--- src/rtl/ctimer_pkg.sv ---
// Shared definitions for the core-local timer unit.
// Assumes: one register select per cycle, produced by the address decoder.
package ctimer_pkg;

    // Which register a bus request addresses
    typedef enum logic [2:0] {
        SEL_NONE       = 3'd0,
        SEL_SOFT       = 3'd1,
        SEL_SOFT_ALIAS = 3'd2,
        SEL_CMP        = 3'd3,
        SEL_CNT        = 3'd4
    } ctimer_sel_e;

endpackage

--- src/rtl/ctimer_decode.sv ---
// Address decoder: maps a byte offset onto one register select.
// Assumes offsets are compared exactly; anything else selects nothing.
module ctimer_decode
    import ctimer_pkg::*;
#(
    parameter int ADDR_W = 20,
    parameter logic [ADDR_W-1:0] OFF_SOFT  = 'h00000,
    parameter logic [ADDR_W-1:0] OFF_ALIAS = 'h0B000,
    parameter logic [ADDR_W-1:0] OFF_CMP   = 'h04000,
    parameter logic [ADDR_W-1:0] OFF_CNT   = 'h0BFF8
) (
    input  logic [ADDR_W-1:0] addr_i,
    output ctimer_sel_e       sel_o
);

    // Exact-match compare of the offset against each register location
    always_comb begin
        if (addr_i == OFF_SOFT)       sel_o = SEL_SOFT;
        else if (addr_i == OFF_ALIAS) sel_o = SEL_SOFT_ALIAS;
        else if (addr_i == OFF_CMP)   sel_o = SEL_CMP;
        else if (addr_i == OFF_CNT)   sel_o = SEL_CNT;
        else                          sel_o = SEL_NONE;
    end

endmodule

--- src/rtl/ctimer_rtc.sv ---
// Real-time counter with a clock prescaler.
// The counter advances when the prescaler wraps, which is every 2**PRESCALE_W
// clocks. A write takes priority over an increment that is due in the same
// cycle. The prescaler phase is never disturbed by a write.
// Assumes synchronous active-low reset.
module ctimer_rtc #(
    parameter int DATA_W     = 64,
    parameter int PRESCALE_W = 3
) (
    input  logic              clk,
    input  logic              rst_n,
    input  logic              wr_en_i,
    input  logic [DATA_W-1:0] wr_data_i,
    output logic [DATA_W-1:0] count_o
);

    logic              tick;
    logic [DATA_W-1:0] count_q;

    generate
        if (PRESCALE_W > 0) begin : g_prescale
            logic [PRESCALE_W-1:0] pre_q;

            // Free-running prescaler that sets the increment cadence
            always_ff @(posedge clk) begin
                if (!rst_n) pre_q <= '0;
                else        pre_q <= pre_q + 1'b1;
            end

            assign tick = &pre_q;
        end else begin : g_direct
            assign tick = 1'b1;
        end
    endgenerate

    // Counter register: a write wins, otherwise step on a prescaler wrap
    always_ff @(posedge clk) begin
        if (!rst_n)       count_q <= '0;
        else if (wr_en_i) count_q <= wr_data_i;
        else if (tick)    count_q <= count_q + 1'b1;
    end

    assign count_o = count_q;

endmodule

--- src/rtl/ctimer_cmp.sv ---
// Timer compare register and timer interrupt generation.
// The interrupt is a pure compare of the two registers, so a write to
// either one shows on the line from the following cycle.
// Assumes synchronous active-low reset; resets to all ones (no interrupt).
module ctimer_cmp #(
    parameter int DATA_W = 64
) (
    input  logic              clk,
    input  logic              rst_n,
    input  logic              wr_en_i,
    input  logic [DATA_W-1:0] wr_data_i,
    input  logic [DATA_W-1:0] count_i,
    output logic [DATA_W-1:0] cmp_o,
    output logic              irq_o
);

    logic [DATA_W-1:0] cmp_q;

    // Compare value register, loaded by software
    always_ff @(posedge clk) begin
        if (!rst_n)       cmp_q <= '1;
        else if (wr_en_i) cmp_q <= wr_data_i;
    end

    // Strict unsigned greater-than raises the timer interrupt
    always_comb begin
        irq_o = (count_i > cmp_q);
    end

    assign cmp_o = cmp_q;

endmodule

--- src/rtl/ctimer_soft.sv ---
// Software interrupt pending bit.
// Assumes the caller has already merged both alias offsets into one enable.
module ctimer_soft (
    input  logic clk,
    input  logic rst_n,
    input  logic wr_en_i,
    input  logic wr_bit_i,
    output logic pend_o
);

    logic pend_q;

    // Pending bit follows written data bit 0
    always_ff @(posedge clk) begin
        if (!rst_n)       pend_q <= 1'b0;
        else if (wr_en_i) pend_q <= wr_bit_i;
    end

    assign pend_o = pend_q;

endmodule

--- src/rtl/core_timer_irq.sv ---
// Core-local timer and software interrupt unit, top level.
// Decodes single-cycle register requests and updates the counter, compare
// and pending-bit registers. Every request gets a registered response one
// cycle later. Read data is the register value before this cycle's edge.
// Assumes no back-pressure on the response and synchronous active-low reset.
module core_timer_irq
    import ctimer_pkg::*;
#(
    parameter int ADDR_W     = 20,
    parameter int DATA_W     = 64,
    parameter int PRESCALE_W = 3,
    parameter logic [ADDR_W-1:0] OFF_SOFT  = 'h00000,
    parameter logic [ADDR_W-1:0] OFF_ALIAS = 'h0B000,
    parameter logic [ADDR_W-1:0] OFF_CMP   = 'h04000,
    parameter logic [ADDR_W-1:0] OFF_CNT   = 'h0BFF8
) (
    input  logic              clk,
    input  logic              rst_n,
    input  logic              req_valid,
    input  logic              req_we,
    input  logic [ADDR_W-1:0] req_addr,
    input  logic [DATA_W-1:0] req_wdata,
    output logic              resp_valid,
    output logic [DATA_W-1:0] resp_rdata,
    output logic              irq_timer,
    output logic              irq_soft
);

    ctimer_sel_e       sel;
    logic              wr_any;
    logic              rd_any;
    logic              wr_soft;
    logic              wr_cmp;
    logic              wr_cnt;
    logic [DATA_W-1:0] count_q;
    logic [DATA_W-1:0] cmp_q;
    logic              pend_q;
    logic [DATA_W-1:0] rd_mux;
    logic              resp_valid_q;
    logic [DATA_W-1:0] resp_rdata_q;

    ctimer_decode #(
        .ADDR_W    (ADDR_W),
        .OFF_SOFT  (OFF_SOFT),
        .OFF_ALIAS (OFF_ALIAS),
        .OFF_CMP   (OFF_CMP),
        .OFF_CNT   (OFF_CNT)
    ) decode_i (
        .addr_i (req_addr),
        .sel_o  (sel)
    );

    // Split the request into per-register write strobes
    always_comb begin
        wr_any  = req_valid && req_we;
        rd_any  = req_valid && !req_we;
        wr_soft = wr_any && ((sel == SEL_SOFT) || (sel == SEL_SOFT_ALIAS));
        wr_cmp  = wr_any && (sel == SEL_CMP);
        wr_cnt  = wr_any && (sel == SEL_CNT);
    end

    ctimer_rtc #(
        .DATA_W     (DATA_W),
        .PRESCALE_W (PRESCALE_W)
    ) rtc_i (
        .clk       (clk),
        .rst_n     (rst_n),
        .wr_en_i   (wr_cnt),
        .wr_data_i (req_wdata),
        .count_o   (count_q)
    );

    ctimer_cmp #(
        .DATA_W (DATA_W)
    ) cmp_i (
        .clk       (clk),
        .rst_n     (rst_n),
        .wr_en_i   (wr_cmp),
        .wr_data_i (req_wdata),
        .count_i   (count_q),
        .cmp_o     (cmp_q),
        .irq_o     (irq_timer)
    );

    ctimer_soft soft_i (
        .clk      (clk),
        .rst_n    (rst_n),
        .wr_en_i  (wr_soft),
        .wr_bit_i (req_wdata[0]),
        .pend_o   (pend_q)
    );

    // Read data selection; unmapped offsets read as zero
    always_comb begin
        case (sel)
            SEL_SOFT, SEL_SOFT_ALIAS: rd_mux = {{(DATA_W-1){1'b0}}, pend_q};
            SEL_CMP:                  rd_mux = cmp_q;
            SEL_CNT:                  rd_mux = count_q;
            default:                  rd_mux = '0;
        endcase
    end

    // Registered response: one cycle after every request, data only on reads
    always_ff @(posedge clk) begin
        if (!rst_n) begin
            resp_valid_q <= 1'b0;
            resp_rdata_q <= '0;
        end else begin
            resp_valid_q <= req_valid;
            resp_rdata_q <= rd_any ? rd_mux : '0;
        end
    end

    assign resp_valid = resp_valid_q;
    assign resp_rdata = resp_rdata_q;
    assign irq_soft   = pend_q;

endmodule

--- config.mk ---
export PLATFORM = sky130hd
export DESIGN_NAME = core_timer_irq
export DESIGN_NICKNAME = d
export VERILOG_FILES = /design/src/rtl/ctimer_pkg.sv /design/src/rtl/ctimer_decode.sv /design/src/rtl/ctimer_rtc.sv /design/src/rtl/ctimer_cmp.sv /design/src/rtl/ctimer_soft.sv /design/src/rtl/core_timer_irq.sv
export SDC_FILE = /design/constraint.sdc
export NUM_CORES = 1
export LEC_CHECK = 0
export BUFFER_PORTS_ARGS = -buffer_cell sky130_fd_sc_hd__buf_2
export CORE_ASPECT_RATIO = 1.5
export CORE_MARGIN = 8
export CORE_UTILIZATION = 60
export DETAILED_ROUTE_END_ITERATION = 16
export PLACE_DENSITY = 0.84
export SETUP_SLACK_MARGIN = 0.2
export SLEW_MARGIN = 20
export SYNTH_ARGS = -nofsm -noshare
export SYNTH_HDL_FRONTEND = slang
export SYNTH_SLANG_ARGS = --single-unit
--- constraint.sdc ---
create_clock -name clk -period 3.76 [get_ports clk]
set_input_delay 0.376 -clock clk [delete_from_list [all_inputs] [get_ports clk]]
set_output_delay 0.376 -clock clk [all_outputs]
set_load 0.05 [all_outputs]
Word level (Yosys, flattened, before mapping)
Cells that the tools add are included.

Bitwise operators: 0. Add/subtract/negate cells: 2. $mul: 0. Multiplexer cells: 7. Div/mod/pow operators: 0. Shift operators: 0. Eq/ne operators: 7. Reduce and logical (&&, ||, !) cells: 12. $lt $le $gt $ge: 1.

Operators by type and width (number): $pmux W64 S3 (1); $mux W64 (2); $add A64 B1 Y64 const B (1); $gt A64 B64 Y1 (1); $eq A20 B16 Y1 const B (2); $eq A20 B15 Y1 const B (1); $logic_not A20 Y1 (1); $mux W3 (4); $eq A3 B2 Y1 const B (2); $logic_and A1 B1 Y1 (5); $add A3 B1 Y3 const B (1); $eq A3 B1 Y1 const B (1); $eq A3 B3 Y1 const B (1); $reduce_and A3 Y1 (1); $reduce_and A2 Y1 (1); $reduce_bool A2 Y1 (1); $reduce_or A2 Y1 (1); $logic_not A1 Y1 (1); $logic_or A1 B1 Y1 (1).

Memory bits (read-only): 0. Input bits: 88. Bits in writable memories: 0. Register bits after elaboration: 197. Logic and storage cells: 35. Latch bits: 0. Memories: 0.

Longest topological paths before layout
Word-level depth: 8. Gate-level depth with buffers: 11. Gate-level depth less buffers: 8.

Modules after synthesis
Synthesis repeated with hierarchy kept, for this count alone.

Cells, all modules: 1196. Area total of the unflattened synthesis: 10184.8 µm².

By module, submodules not included: ctimer_rtc (cells an instance 506, times used 1, area each 4026.4 µm²); ctimer_cmp (cells an instance 443, times used 1, area each 3703.6 µm²); core_timer_irq (cells an instance 228, times used 1, area each 2316.0 µm²); ctimer_decode (cells an instance 16, times used 1, area each 102.6 µm²); ctimer_soft (cells an instance 3, times used 1, area each 36.3 µm²).

Worst setup path before layout
OpenSTA, ideal clock, no wires.

Path kind: register to output. From: register cmp_i.cmp_q[60] (netlist: cmp_i.cmp_o[60]). To: output irq_timer. Data arrival time: 2739 ps. Data required time: 3384 ps. Path buffers: 0. Slack: 645 ps. Cell stages (with the launch flop): 9. Cells stage by stage: dfxtp_1 > inv_1 > ha_1 > nand4_1 > or4_1 > o21ai_0 > o21ai_0 > o211a_1 > o21ai_0.

Word-level cells in the longest chain between the ends: 1.

Ends and longest elaborated chain: start, declared (RTL line ctimer_cmp.sv:17) `logic [DATA_W-1:0] cmp_q;`; start signal, assigned (RTL line ctimer_cmp.sv:22) `else if (wr_en_i) cmp_q <= wr_data_i;`; $gt A64 B64 Y1 (RTL line ctimer_cmp.sv:27) `irq_o = (count_i > cmp_q);`; end, declared (RTL line core_timer_irq.sv:25) `output logic irq_timer,`.

Every way passes these cells.

Worst setup path after layout
From: register cmp_i.cmp_q[59] (netlist: cmp_i.cmp_o[59]). To: output irq_timer.

Same word-level chain as after synthesis.

==> impl_metrics.tcl <==
set metrics [dict create \
    outcome "completed" \
    layout.area.seq_sq_mm 0.00394 \
    synth_edf_count 0 \
    ctsResizeCount 0 \
    wl_per_cell_um 18.8 \
    first_global_vias 9020 \
    met2_length_um 14400 \
    io_pins 155 \
    maxCapViolations 0 \
    die_h_um 171 \
    htree_num_levels 4 \
    grt_max_degree 91 \
    setup_viol 0 \
    clock-root-buffer "clkbuf_16" \
    syn_area_sq_mm 0.00965 \
    critPathArrivalTime_ps 2920 \
    die_area_sq_mm 0.0205 \
    reg2reg_to "rtc_i.count_o[60]" \
    antenna_found_initial 0 \
    async_flop_share_pct 0 \
    final_cells 1461 \
    tightest_slew_ps 997 \
    wl_met3_um 1770 \
    dr.pass1.iters 6 \
    met1_length_um 9930 \
    path_clk_slew_ps 80 \
    synthFlopType "dfxtp_1" \
    post-route-drc-count 0 \
    gr-usage-all-layers_pct 26.2 \
    nets 1397 \
    avgViaCountPerCell 6.21 \
    cellLeakagePower_nw 4.83 \
    routed_wl_um 27400 \
    ant_nets 0 \
    place.gp.congestion 0.921 \
    start_util_pct 60.4 \
    fp.coreArea_sq_mm 0.0160 \
    critPathMaxFanout 4 \
    syn2layout_area_growth_pct 15.7 \
    synth_seq_area_share_pct 40.9 \
    slew_viol_final 0 \
    min_to "cmp_i.cmp_o[48]" \
    r2r-start "rtc_i.count_o[36]" \
    crit_start "cmp_i.cmp_o[59]" \
    power_w 0.00404 \
    rrSetupSlack_ps 1030 \
    final_util_pct 69.9 \
    end_kind "output port" \
    vdd_drop_max_mv 0.309 \
    numCtsBuffers 17 \
    multi_input_area_sq_mm 0.00515 \
    synth.net_count 1278 \
    overflow 0 \
    fmax_mhz 303 \
    chipWidth_um 120 \
    num_antenna_cells 0 \
    drtIter0Drc 748 \
    cts_sinks 197 \
    hp-start "req_wdata[48]" \
    reg2reg_depth 6 \
    netlist-cell-type-count 49 \
    min_path_cells 3 \
    yosysWarnings 0 \
    hold_path.class "input pin to register" \
    slew_headroom_pct 33.5 \
    drive_gt1_share_pct 17.6 \
    place_ws_ps 972 \
    syn_avg_cell_area_sq_um 8.59 \
    cts_tree "built" \
    top_layer_used "met4" \
    period_needed_ps 3300 \
    hold_violations 0 \
    ys_ff_latch 197 \
    clock_skew_ps 12.4 \
    critPathLaunchType "register" \
    clk_path_buf_depth 2 \
    finalSetupTns_ps 0 \
    pwr_density_cell_mw_per_mm2 362 \
    rsz0062_at_grt "no" \
    setup_slack_ps 459 \
    postCtsHoldBufs 0 \
    critical_path_class "register to output port" \
    row_count 57 \
    dp_hpwl_um 19100 \
    grt_pass1_wl_um 43800 \
    critPathRequiredTime_ps 3380 \
    fillers 1340 \
    finalCritPeriodShare_pct 87.8 \
    cts_setup_buffers 0 \
    syn_inst 1123 \
    dp_cells 1429 \
    port_buffers 154 \
    num_vias 9066 \
    clk_latency_ps 440 \
]
cell type report:
| type | instances | area share, % |
|---|---|---|
| clock buffer | 19 | 4.06 |
| clock inverter | 13 | 1.24 |
| inverter | 77 | 2.59 |
| multi-input combinational | 778 | 46.2 |
| sequential | 197 | 35.3 |
| tap | 206 | 2.31 |
| timing repair buffer | 171 | 8.27 |
logic make-up (layout without fill, tap and decap cells):
| group | after synthesis | count (layout) | synth area share (%) |
|---|---|---|---|
| and+or+nand+nor | 378 | 378 | 19.7 |
| AOI/OAI and AO/OA | 272 | 272 | 19.2 |
| DFF | 197 | 197 | 40.9 |
| buffers and inverters | 148 | 280 | 5.95 |
| adders and majority gates | 67 | 67 | 8.69 |
| xor gates and xnor gates | 59 | 59 | 5.36 |
| muxes | 2 | 2 | 0.208 |
worst max path at each step:
stage	slack (ps)	cells past startpoint	endpoint
5_1_grt	220	9	irq_timer
3_5_place_dp	970	9	irq_timer
3_3_place_gp	1000	9	irq_timer
6_report	460	9	irq_timer
4_1_cts	490	9	irq_timer
2_1_floorplan	650	8	irq_timer
synth_stat cells, types with 2 or more instances:
library cell / number / area share (%)
or3_1: 7 / 0.45
o211ai_1: 65 / 5.1
xor2_1: 21 / 1.9
ha_1: 67 / 8.7
and2_1: 7 / 0.45
nor2_1: 121 / 4.7
clkbuf_1: 51 / 2.0
a311oi_1: 4 / 0.36
mux2i_1: 2 / 0.21
nor4_2: 9 / 1.2
and3_1: 15 / 0.97
a211oi_1: 39 / 3.0
nand4_1: 38 / 2.5
or4_1: 5 / 0.39
nor2b_1: 3 / 0.19
nor3_1: 13 / 0.67
a221o_1: 2 / 0.21
a21o_1: 5 / 0.39
nand2_1: 97 / 3.8
nor4b_1: 2 / 0.18
o21ai_0: 38 / 2.0
nand3_1: 29 / 1.5
a21oi_1: 47 / 2.4
nor4_1: 14 / 0.91
a22oi_1: 63 / 4.9
xnor2_1: 38 / 3.5
buf_1: 10 / 0.39
dfxtp_1: 197 / 41
buf_2: 9 / 0.47
inv_1: 76 / 3.0
and4_1: 10 / 0.91
nand4bb_1: 2 / 0.23
routing by layer:
metal / global-route usage, % / vias up
li1: - / 4294
met1: 27.0 / 4277
met2: 47.9 / 396
met3: 5.09 / 99
met4: 16.5 / 0
met5: 0 / -
power breakdown:
group,switching (W),leakage (nW),internal (W),total [W]
Sequential,0.00000131,1.59,0.00209,0.00209
Combinational,0.0000689,2.96,0.0000433,0.000112
Clock,0.000872,0.280,0.000972,0.00184
Total,0.000942,4.83,0.00310,0.00404
layout by cell type (no fill, tap or decap), types with 3 or more instances in the layout:
master      instances
and2_1              7
a22oi_1            63
or4_1               5
a211oi_1           39
nor2b_1             3
xor2_1             21
nor3_1             13
nand2_1            97
a21oi_1            47
nor4_2              9
nand4_1            38
nand3_1            29
inv_6               4
clkbuf_16          17
ha_1               67
o21ai_0            38
dfxtp_1           197
xnor2_1            38
clkinvlp_4          4
or3_1               7
nor4_1             14
and3_1             12
buf_2             154
and4_1             10
nor2_1            121
o211ai_1           65
a311oi_1            4
inv_1              76
a21o_1              5
buf_4              15
registers in the layout (all words and copies together) (netlist names):
| register | count |
|---|---|
| rtc_i.count_o | 64 |
| resp_valid | 1 |
| soft_i.pend_o | 1 |
| cmp_i.cmp_o | 64 |
| resp_rdata | 64 |
| rtc_i.g_prescale.pre_q | 3 |
per-stage QoR:
| stage | instance area (sq um) | hold slack [ps] |
|---|---|---|
| global route | 11200 | 182 |
| floorplan | 9650 | 399 |
| global placement | 10600 | 408 |
| CTS | 11200 | 169 |
| detailed placement | 10600 | 418 |
| finish | 11200 | 175 |
critical path, cell delays in order (launching register included):
cell	delay, ps
dfxtp_1	340
inv_1	70
ha_1	310
nand4_1	200
or4_1	560
o21ai_0	150
o21ai_0	100
o211a_1	160
o21ai_0	270
buf_2	330
Note: power is estimated with default switching activity, not from simulation.
